$ cat src/rtl/uart_xcvr_pkg.sv
// Shared types and helpers for the UART frame transceiver.
// Assumes data words never exceed UART_DW bits.
package uart_xcvr_pkg;
    localparam int UART_DW = 9;
    localparam int NBIT_W  = 4;

    typedef enum logic [2:0] {
        PH_IDLE,
        PH_START,
        PH_DATA,
        PH_PAR,
        PH_STOP
    } phase_e;

    typedef struct packed {
        logic [NBIT_W-1:0] n_data;   // data bits, excluding parity
        logic              par_en;
        logic              par_odd;
        logic              two_stop;
        logic              ovs8;
    } frame_cfg_t;

    // Mask keeping the low n bits of a word.
    function automatic logic [UART_DW-1:0] low_mask(logic [NBIT_W-1:0] n);
        logic [UART_DW-1:0] m;
        for (int i = 0; i < UART_DW; i++) begin
            m[i] = (i < int'(n));
        end
        return m;
    endfunction
endpackage

$ cat src/rtl/uart_fmt_decode.sv
// Turns the raw format controls into a frame descriptor and flags
// unsupported codes. Purely combinational; assumes the controls are static
// for the duration of a frame (the paths latch the descriptor anyway).
module uart_fmt_decode
    import uart_xcvr_pkg::*;
(
    input  logic [1:0]  word_code,
    input  logic        par_en,
    input  logic        par_odd,
    input  logic [1:0]  stop_code,
    input  logic        ovs8,
    output frame_cfg_t  fmt,
    output logic        cfg_err
);
    logic [NBIT_W-1:0] word_bits;

    // Word size from the split two-bit code.
    always_comb begin
        case (word_code)
            2'b01:   word_bits = NBIT_W'(9);
            2'b10:   word_bits = NBIT_W'(7);
            default: word_bits = NBIT_W'(8);
        endcase
    end

    // Build the descriptor: parity steals one word bit.
    always_comb begin
        fmt.n_data   = word_bits - NBIT_W'(par_en);
        fmt.par_en   = par_en;
        fmt.par_odd  = par_odd;
        fmt.two_stop = stop_code[1];
        fmt.ovs8     = ovs8;
        cfg_err      = (word_code == 2'b11) || stop_code[0];
    end
endmodule

$ cat src/rtl/uart_tx_path.sv
// Frame serialiser. Accepts a word by valid/ready, then shifts out
// start, data (LSB first), optional parity and stop bits, each lasting
// OVS_HI or OVS_LO ticks. Assumes samp_tick is a one-clock pulse.
module uart_tx_path
    import uart_xcvr_pkg::*;
#(
    parameter int OVS_HI = 16,
    parameter int OVS_LO = 8
) (
    input  logic               clk,
    input  logic               rst_n,
    input  logic               tick,
    input  logic               run,
    input  logic               cfg_ok,
    input  frame_cfg_t         fmt,
    input  logic [UART_DW-1:0] tx_data,
    input  logic               tx_valid,
    output logic               tx_ready,
    output logic               txd
);
    localparam int CNT_W = $clog2(OVS_HI);

    phase_e             ph;
    frame_cfg_t         fmt_q;
    logic [CNT_W-1:0]   cnt;
    logic [NBIT_W-1:0]  bidx;
    logic [UART_DW-1:0] sh;
    logic               pbit;
    logic               stop_left;
    logic               txd_q;
    logic [CNT_W-1:0]   bit_last;
    logic [UART_DW-1:0] masked;

    assign tx_ready = run && cfg_ok && (ph == PH_IDLE);
    assign txd      = txd_q;
    assign bit_last = fmt_q.ovs8 ? CNT_W'(OVS_LO - 1) : CNT_W'(OVS_HI - 1);
    assign masked   = tx_data & low_mask(fmt.n_data);

    // Frame sequencer: one bit period per OVS ticks.
    always_ff @(posedge clk) begin
        if (!rst_n) begin
            ph        <= PH_IDLE;
            fmt_q     <= '0;
            cnt       <= '0;
            bidx      <= '0;
            sh        <= '0;
            pbit      <= 1'b0;
            stop_left <= 1'b0;
            txd_q     <= 1'b1;
        end else if (!run) begin
            ph    <= PH_IDLE;
            txd_q <= 1'b1;
        end else if (ph == PH_IDLE) begin
            txd_q <= 1'b1;
            if (tx_valid && tx_ready) begin
                fmt_q <= fmt;
                sh    <= masked;
                pbit  <= (^masked) ^ fmt.par_odd;
                cnt   <= '0;
                ph    <= PH_START;
                txd_q <= 1'b0;
            end
        end else if (tick) begin
            if (cnt != bit_last) begin
                cnt <= cnt + 1'b1;
            end else begin
                cnt <= '0;
                if (ph == PH_START) begin
                    ph    <= PH_DATA;
                    bidx  <= '0;
                    txd_q <= sh[0];
                end else if (ph == PH_DATA) begin
                    if (bidx == fmt_q.n_data - 1'b1) begin
                        if (fmt_q.par_en) begin
                            ph    <= PH_PAR;
                            txd_q <= pbit;
                        end else begin
                            ph        <= PH_STOP;
                            stop_left <= fmt_q.two_stop;
                            txd_q     <= 1'b1;
                        end
                    end else begin
                        bidx  <= bidx + 1'b1;
                        txd_q <= sh[bidx + 1'b1];
                    end
                end else if (ph == PH_PAR) begin
                    ph        <= PH_STOP;
                    stop_left <= fmt_q.two_stop;
                    txd_q     <= 1'b1;
                end else begin
                    if (stop_left) begin
                        stop_left <= 1'b0;
                    end else begin
                        ph <= PH_IDLE;
                    end
                end
            end
        end
    end

    // Line must be idle (high) whenever a new word may be taken.
    p_ready_line_high_r5: assert property (@(posedge clk) disable iff (!rst_n)
        tx_ready |-> txd);
    // A bad configuration never offers the handshake.
    p_cfgerr_blocks_r1: assert property (@(posedge clk) disable iff (!rst_n)
        !cfg_ok |-> !tx_ready);
    // Disabled transmitter drives idle on the following cycle.
    p_off_idle_r6: assert property (@(posedge clk) disable iff (!rst_n)
        !run |=> txd);
endmodule

$ cat src/rtl/uart_rx_path.sv
// Frame recoverer. Synchronises rxd, detects a start edge on a tick,
// confirms it at mid-bit, then samples each later bit at its middle.
// Emits one rx_valid pulse per frame with parity/framing flags.
module uart_rx_path
    import uart_xcvr_pkg::*;
#(
    parameter int OVS_HI = 16,
    parameter int OVS_LO = 8,
    parameter int SYNC_STAGES = 2
) (
    input  logic               clk,
    input  logic               rst_n,
    input  logic               tick,
    input  logic               run,
    input  logic               cfg_ok,
    input  frame_cfg_t         fmt,
    input  logic               rxd,
    output logic [UART_DW-1:0] rx_data,
    output logic               rx_valid,
    output logic               rx_par_err,
    output logic               rx_frm_err
);
    localparam int CNT_W = $clog2(OVS_HI);

    logic [SYNC_STAGES-1:0] sync_q;
    logic                   rxd_s;
    phase_e                 ph;
    frame_cfg_t             fmt_q;
    logic [CNT_W-1:0]       cnt;
    logic [NBIT_W-1:0]      bidx;
    logic [UART_DW-1:0]     sh;
    logic                   pbit;
    logic                   ferr;
    logic                   stop_left;
    logic [CNT_W-1:0]       bit_last;
    logic [CNT_W-1:0]       half;

    assign rxd_s    = sync_q[SYNC_STAGES-1];
    assign bit_last = fmt_q.ovs8 ? CNT_W'(OVS_LO - 1) : CNT_W'(OVS_HI - 1);
    assign half     = fmt_q.ovs8 ? CNT_W'(OVS_LO/2 - 1) : CNT_W'(OVS_HI/2 - 1);

    // Bring the asynchronous line into the clock domain.
    always_ff @(posedge clk) begin
        if (!rst_n) sync_q <= '1;
        else        sync_q <= {sync_q[SYNC_STAGES-2:0], rxd};
    end

    // Receive sequencer and result registers.
    always_ff @(posedge clk) begin
        if (!rst_n) begin
            ph         <= PH_IDLE;
            fmt_q      <= '0;
            cnt        <= '0;
            bidx       <= '0;
            sh         <= '0;
            pbit       <= 1'b0;
            ferr       <= 1'b0;
            stop_left  <= 1'b0;
            rx_data    <= '0;
            rx_valid   <= 1'b0;
            rx_par_err <= 1'b0;
            rx_frm_err <= 1'b0;
        end else begin
            rx_valid   <= 1'b0;
            rx_par_err <= 1'b0;
            rx_frm_err <= 1'b0;
            if (!run) begin
                ph <= PH_IDLE;
            end else if (tick) begin
                if (ph == PH_IDLE) begin
                    if (cfg_ok && !rxd_s) begin
                        fmt_q <= fmt;
                        ph    <= PH_START;
                        cnt   <= '0;
                        sh    <= '0;
                        ferr  <= 1'b0;
                    end
                end else if (ph == PH_START) begin
                    if (cnt == half) begin
                        if (rxd_s) begin
                            ph <= PH_IDLE;
                        end else begin
                            ph   <= PH_DATA;
                            cnt  <= '0;
                            bidx <= '0;
                        end
                    end else begin
                        cnt <= cnt + 1'b1;
                    end
                end else if (cnt != bit_last) begin
                    cnt <= cnt + 1'b1;
                end else begin
                    cnt <= '0;
                    if (ph == PH_DATA) begin
                        sh[bidx] <= rxd_s;
                        if (bidx == fmt_q.n_data - 1'b1) begin
                            if (fmt_q.par_en) begin
                                ph <= PH_PAR;
                            end else begin
                                ph        <= PH_STOP;
                                stop_left <= fmt_q.two_stop;
                            end
                        end else begin
                            bidx <= bidx + 1'b1;
                        end
                    end else if (ph == PH_PAR) begin
                        pbit      <= rxd_s;
                        ph        <= PH_STOP;
                        stop_left <= fmt_q.two_stop;
                    end else if (stop_left) begin
                        stop_left <= 1'b0;
                        ferr      <= ferr | !rxd_s;
                    end else begin
                        rx_valid   <= 1'b1;
                        rx_data    <= sh;
                        rx_par_err <= fmt_q.par_en && ((^sh) ^ pbit ^ fmt_q.par_odd);
                        rx_frm_err <= ferr | !rxd_s;
                        ph         <= PH_IDLE;
                    end
                end
            end
        end
    end

    // Each word is reported by a single-cycle pulse.
    p_valid_pulse_r8: assert property (@(posedge clk) disable iff (!rst_n)
        rx_valid |=> !rx_valid);
    // Error flags only appear alongside a delivered word.
    p_err_qualified_r9: assert property (@(posedge clk) disable iff (!rst_n)
        (rx_par_err || rx_frm_err) |-> rx_valid);
    // A disabled receiver delivers nothing.
    p_off_quiet_r6: assert property (@(posedge clk) disable iff (!rst_n)
        !run |=> !rx_valid);
endmodule

$ cat src/rtl/uart_xcvr.sv
// Top of the UART frame transceiver: format decode plus independent
// transmit and receive paths sharing one oversampling tick.
// Assumes the tick generator and register file live outside.
module uart_xcvr
    import uart_xcvr_pkg::*;
#(
    parameter int OVS_HI = 16,
    parameter int OVS_LO = 8
) (
    input  logic               clk,
    input  logic               rst_n,
    input  logic               samp_tick,
    input  logic               blk_en,
    input  logic               tx_en,
    input  logic               rx_en,
    input  logic [1:0]         word_code,
    input  logic               par_en,
    input  logic               par_odd,
    input  logic [1:0]         stop_code,
    input  logic               ovs8,
    input  logic [UART_DW-1:0] tx_data,
    input  logic               tx_valid,
    output logic               tx_ready,
    output logic               txd,
    input  logic               rxd,
    output logic [UART_DW-1:0] rx_data,
    output logic               rx_valid,
    output logic               rx_par_err,
    output logic               rx_frm_err,
    output logic               cfg_err
);
    frame_cfg_t fmt;
    logic       tx_run;
    logic       rx_run;

    assign tx_run = blk_en && tx_en;
    assign rx_run = blk_en && rx_en;

    uart_fmt_decode u_fmt (
        .word_code (word_code),
        .par_en    (par_en),
        .par_odd   (par_odd),
        .stop_code (stop_code),
        .ovs8      (ovs8),
        .fmt       (fmt),
        .cfg_err   (cfg_err)
    );

    uart_tx_path #(.OVS_HI(OVS_HI), .OVS_LO(OVS_LO)) u_tx (
        .clk      (clk),
        .rst_n    (rst_n),
        .tick     (samp_tick),
        .run      (tx_run),
        .cfg_ok   (!cfg_err),
        .fmt      (fmt),
        .tx_data  (tx_data),
        .tx_valid (tx_valid),
        .tx_ready (tx_ready),
        .txd      (txd)
    );

    uart_rx_path #(.OVS_HI(OVS_HI), .OVS_LO(OVS_LO), .SYNC_STAGES(2)) u_rx (
        .clk        (clk),
        .rst_n      (rst_n),
        .tick       (samp_tick),
        .run        (rx_run),
        .cfg_ok     (!cfg_err),
        .fmt        (fmt),
        .rxd        (rxd),
        .rx_data    (rx_data),
        .rx_valid   (rx_valid),
        .rx_par_err (rx_par_err),
        .rx_frm_err (rx_frm_err)
    );

    // Unsupported stop codes are reported as a configuration error.
    p_stop_code_r3: assert property (@(posedge clk) disable iff (!rst_n)
        stop_code[0] |-> (cfg_err && !tx_ready));
endmodule

$ cat config.mk
export PLATFORM = sky130hd
export DESIGN_NAME = uart_xcvr
export DESIGN_NICKNAME = d
export VERILOG_FILES = /design/src/rtl/uart_xcvr_pkg.sv /design/src/rtl/uart_fmt_decode.sv /design/src/rtl/uart_tx_path.sv /design/src/rtl/uart_rx_path.sv /design/src/rtl/uart_xcvr.sv
export SDC_FILE = /design/constraint.sdc
export NUM_CORES = 1
export LEC_CHECK = 0
export ABC_AREA = 1
export BUFFER_PORTS_ARGS = -buffer_cell sky130_fd_sc_hd__buf_2
export CAP_MARGIN = 20
export CORE_ASPECT_RATIO = 1.5
export CORE_MARGIN = 2
export CORE_UTILIZATION = 36
export DETAILED_ROUTE_END_ITERATION = 10
export SETUP_SLACK_MARGIN = 0.2
export SYNTH_ARGS = -nofsm -noshare
export SYNTH_HDL_FRONTEND = slang
export SYNTH_SLANG_ARGS = --single-unit
$ cat constraint.sdc
create_clock -name clk -period 4 [get_ports clk]
set_input_delay 0.8 -clock clk [delete_from_list [all_inputs] [get_ports clk]]
set_output_delay 0.8 -clock clk [all_outputs]
set_load 0.05 [all_outputs]
## Word-level counts from Yosys, hierarchy flattened

Index checks and enable logic that the tools add are counted.

| cells by class | value |
|---|---|
| reductions and logical operators | 40 |
| add/subtract/negate cells | 7 |
| magnitude comparators | 12 |
| equal/unequal tests | 37 |
| bitwise operators | 17 |
| muxes and demuxes | 78 |

Operators by type and width:

| operator | number |
|---|---|
| $mux 4 | 20 |
| $mux 3 | 21 |
| $mux 9 | 5 |
| $mux 1 | 27 |
| $reduce_and 8->1 | 3 |
| $reduce_and 7->1 | 3 |
| $reduce_and 6->1 | 3 |
| $reduce_xor 9->1 | 2 |
| $add 4x1->4 const B | 4 |
| $lt 3x4->1 const A | 4 |
| $ne 2x1->1 const B | 8 |
| $ne 2x2->1 const B | 8 |
| $eq 3x2->1 const B | 4 |
| $eq 4x4->1 | 3 |
| $not 1->1 | 12 |
| $lt 4x5->1 const B | 2 |
| $ne 5x5->1 const B | 2 |
| $reduce_bool 2->1 | 5 |
| $and 9x9->9 | 1 |
| $bwmux 9 | 1 |
| $reduce_and 3->1 | 3 |
| $reduce_or 9->1 | 1 |
| $logic_and 1x1->1 | 8 |
| $lt 1x4->1 const A | 2 |
| other kinds (27) | 39 |

| word-level totals | value |
|---|---|
| bits in registers | 75 |
| input port bits | 24 |
| output and inout bits | 15 |

## Depth between registers and ports, before layout

| depth | value |
|---|---|
| word-level depth | 9 |
| gate-level depth with buffers | 15 |
| depth with buffers taken out | 15 |

## Modules after synthesis

From an unflattened synthesis, not the netlist that was laid out.

| unflattened totals | value |
|---|---|
| cells, all modules | 696 |
| area total of the unflattened synthesis | 4,533.1 sq um |

By module, submodules not included:

| module | area each (sq um) | cells an instance | instances |
|---|---|---|---|
| uart_rx_path | 2,603.7 | 385 | 1 |
| uart_tx_path | 1,818.0 | 293 | 1 |
| uart_fmt_decode | 92.6 | 13 | 1 |
| uart_xcvr | 18.8 | 5 | 1 |

## Least setup slack after synthesis

No wires, ideal clock.

| path | value |
|---|---|
| path type | input to output |
| start point | in word_code[0] |
| end point | out tx_ready |
| path slack | 1.215 ns |
| path buffers | 0 |
| arrival | 1.985 ns |
| stages on the path | 4 |
| cells stage by stage | ha_1 -> inv_1 -> nand2_1 -> nor3_4 |

| on the way | value |
|---|---|
| word-level cells in the longest chain between the ends | 5 |

Ends and longest elaborated chain:

| element | line | source |
|---|---|---|
| start: declaration | uart_xcvr.sv:16 | `input logic [1:0] word_code,` |
| $eq 2x2->1 | uart_fmt_decode.sv:33 | `cfg_err = (word_code == 2'b11) \|\| stop_code[0];` |
| $logic_or 1x1->1 | uart_fmt_decode.sv:33 |  |
| via cfg_err | uart_xcvr.sv:30 | `output logic cfg_err` |
| $logic_not 1->1 | uart_xcvr.sv:54 | `.cfg_ok (!cfg_err),` |
| $logic_and 1x1->1 (2 in a row) | uart_tx_path.sv:34 | `assign tx_ready = run && cfg_ok && (ph == PH_IDLE);` |
| end: declaration | uart_xcvr.sv:23 | `output logic tx_ready,` |

The timed path passes the listed nets, and every way through them passes these cells.

## Final worst setup path

| path | value |
|---|---|
| start point | in word_code[0] |
| end point | out tx_ready |

| on the way | value |
|---|---|
| word-level cells in the longest chain between the ends | 5 |

Ends and longest elaborated chain:

| element | line |
|---|---|
| $eq 2x2->1 | uart_fmt_decode.sv:33 |
| $logic_or 1x1->1 | uart_fmt_decode.sv:33 |
| $logic_not 1->1 | uart_xcvr.sv:54 |
| $logic_and 1x1->1 (2 in a row) | uart_tx_path.sv:34 |

No other way between the ends.

==> results.txt <==
----------------------------------------------------
[Placement]
  RD Place Congestion ... 0.863
  Hpwl dp ... 7710 um
  Cell total after placement ... 775
  IO buf count ... 38
  Instance area after placement ... 4410 sq um

[Logic synthesis]
  Top cells by area, synth ... dfxtp_1, nand2_1, nor2_1
  Syn nets ... 638
  Largest area contributor in the synthesized netlist ... dfxtp_1
  Number of enable-type register cells in the synthesized netlist ... 0
  Async set-reset flop share out of synthesis ... 0
  Distinct cell type count after synthesis ... 39
  Number of synthesized register bits ... 73
  Netlist area before placement ... 4050 sq um
  Part of the Yosys area used for sequential elements ... 0.360
  Most used standard cells in the synthesized netlist ... nand2_1, nor2_1, inv_1
  Share of Yosys cell area claimed by the top area cell type ... 0.360
  Instance count of the mapped netlist ... 601
  Total of warnings raised by yosys ... 0
  Most common flop cell mapped by yosys ... dfxtp_1
  Cell with the most instances after synthesis ... nand2_1
  Synthesized area divided by synthesized cell count ... 6.75 sq um

[Worst setup path]
  Cell class contributing the biggest share of worst-path delay ... simple AND/OR/NAND/NOR gates
  Buf/Inv on CP ... 3
  Worst setup SP type ... input pin
  Signal arrival time at the worst endpoint ... 1.87 ns
  Kind of end point of the critical path ... primary output
  Endpoint required time on the critical path ... 3.20 ns
  Delay of the slowest cell on the worst path ... 0.29 ns
  CP Class ... in2out
  Critical path peak fanout ... 4
  Cell mode on critical path ... buf_2
  Critical-path top delay cell ... buf_2
  Cell breakdown of the critical path ... buf_2 -> ha_1 -> inv_1 -> nand2_1 -> nor3_4 -> buf_2

[Die]
  IO Count ... 39
  Chip Height ... 134 um
  Area enclosed by the die boundary ... 12,100 sq um
  Core region area ... 11,000 sq um
  Horiz. Die Dim ... 90.6 um
  Standard-cell row count ... 47
  Starting utilization of the core area ... 0.369

[Clocking]
  Setup fix buffers added after clock tree synthesis ... 0
  Post-cts repair resize count ... 0
  TritonCTS clock tree ... done
  Number of buffers inserted for hold repair after clock tree synthesis ... 0
  Reg clk slew, reported paths ... 0.06 ns
  Worst-skew pair later-pin latency ... 0.33 ns
  Clock root buffer ... clkbuf_16
  Number of clock sinks seen by CTS ... 73
  Maximum buffer depth of the clock tree ... 2
  Number of buffers created by CTS ... 9
  H-tree levels ... 3

[Finish]
  Antenna Cells ... 0
  Post-layout instance count excluding filler cells ... 790
  Net total in the final layout ... 676
  Fraction of layout cells with a size suffix above 1 ... 0.131
  Final instance area ... 4700 sq um
  Area growth from synthesis to final layout ... 15.9%

[Detailed routing]
  Count of nets left with antenna violations after detail routing ... 0
  DRC ... 0
  Total detailed-routing wirelength ... 9990 um
  Initial drt markers ... 157
  Average wire per cell in the routed design ... 12.6 um
  TritonRoute pass-1 iters ... 4
  Via density per instance ... 4.86
  Total via count in the routed design ... 3,843

[Timing]
  Max-slew headroom ... 0.658
  Setup violations, final ... 0
  Fmax achieved ... 0.374 GHz
  Final number of max-transition violations ... 0
  Setup Total Neg Slack ... 0 ns
  Setup skew after layout ... 0.00860 ns
  Share of the cycle needed by the critical path after routing ... 0.668
  Fin. Hold Viols ... 0
  Clock period minus worst slack ... 2.67 ns
  Unrepaired setup endpoints after global routing ... no
  Actual transition at the worst max-transition pin ... 0.513 ns

[Min path]
  Type of the tightest min-delay check ... reg2reg

[Status]
  Result of the run ... completed

[Global routing]
  Total track usage ... 0.176
  Global-route wire length before repair ... 17,400 um
  Number of global-route vias before repair ... 3,822
  Number of antenna violations at the first check in global routing ... 0
  Pin count of the biggest net entering global routing ... 34
  Sum of overflow across all layers after global routing ... 0

[Pwr]
  Peak supply drop ... 0.000202 V
  Static power due to leakage ... 1.98 nW
  Areal power density over the cells ... 346 nW/um^2

[Run]
  Maximum Capacitance Violations ... 0

----------------------------------------------------
-- power by group --
| part | internal [mW] | switching [mW] |
|---|---|---|
| registers | 0.734 | 0.00415 |
| logic | 0.0370 | 0.0693 |
| clock network | 0.479 | 0.300 |
| total | 1.25 | 0.373 |
-- cells by family after synthesis --
group / synth area share
AOI/OAI and AO/OA: 0.143
xor gates and xnor gates: 0.0497
adders and majority gates: 0.0420
buffers and inverters: 0.0898
DFF: 0.360
and+or+nand+nor: 0.315
-- final timing paths --
kind / start / end / slack [ns] / depth (start not counted)
hold reg to reg: u_rx.sync_q[0] / u_rx.sync_q[1] / 0.43 / 1
setup / recovery: word_code[0] / tx_ready / 1.33 / 6
setup reg to reg: u_rx.ph[2] / u_rx.sh[1] / 1.97 / 9
hold / removal: u_rx.sync_q[0] / u_rx.sync_q[1] / 0.43 / 1
-- state kept, by name, indices dropped and copies added, names as in the netlist --
register and count:
u_rx.bidx 4, u_rx.cnt 4, u_rx.ferr 1, u_rx.fmt_q 7, u_rx.pbit 1, u_rx.ph 3, u_rx.rx_data 9, u_rx.rx_frm_err 1
u_rx.rx_par_err 1, u_rx.rx_valid 1, u_rx.sh 9, u_rx.stop_left 1, u_rx.sync_q 2, u_tx.bidx 4, u_tx.cnt 4, u_tx.fmt_q 6
u_tx.pbit 1, u_tx.ph 3, u_tx.sh 9, u_tx.stop_left 1, u_tx.txd 1
-- per-stage QoR --
step / util / hold WS, ns / power (mW) / setup WS, ns
6_report: 0.427 / 0.428 / 1.62 / 1.33
5_1_grt: 0.427 / 0.446 / 1.69 / 1.26
4_1_cts: 0.427 / 0.434 / 1.65 / 1.31
3_5_place_dp: 0.401 / 0.412 / 0.861 / 1.32
3_3_place_gp: 0.399 / 0.405 / 0.856 / 1.33
2_1_floorplan: - / 0.393 / 0.821 / 1.22
-- cell type report --
cell class | instances | area, sq um
fillers | 1203 | 6300
multi-input cells | 432 | 2230
flip-flops and latches | 73 | 1460
inverters | 83 | 312
clock buffers | 10 | 229
repair buffers | 40 | 225
well taps | 147 | 184
clock inverters | 5 | 57.6
-- placed cells by master, fill, tap and decap left out, types with 9 or more instances in the layout --
cell type,count
nand2_1,133
nor2_1,85
inv_1,74
dfxtp_1,73
a21oi_1,48
o21ai_0,44
buf_2,38
nand3_1,30
xnor2_1,12
ha_1,12
xor2_1,11
nand4_1,9
clkbuf_16,9
-- routing by layer --
layer,up-vias,global-route usage,share of wire
li1,2001,-,-
met1,1765,0.202,0.43
met2,57,0.309,0.51
met3,20,0.0337,0.029
met4,0,0.0889,0.032
met5,-,0,0
(Power assumes the default switching activity.)
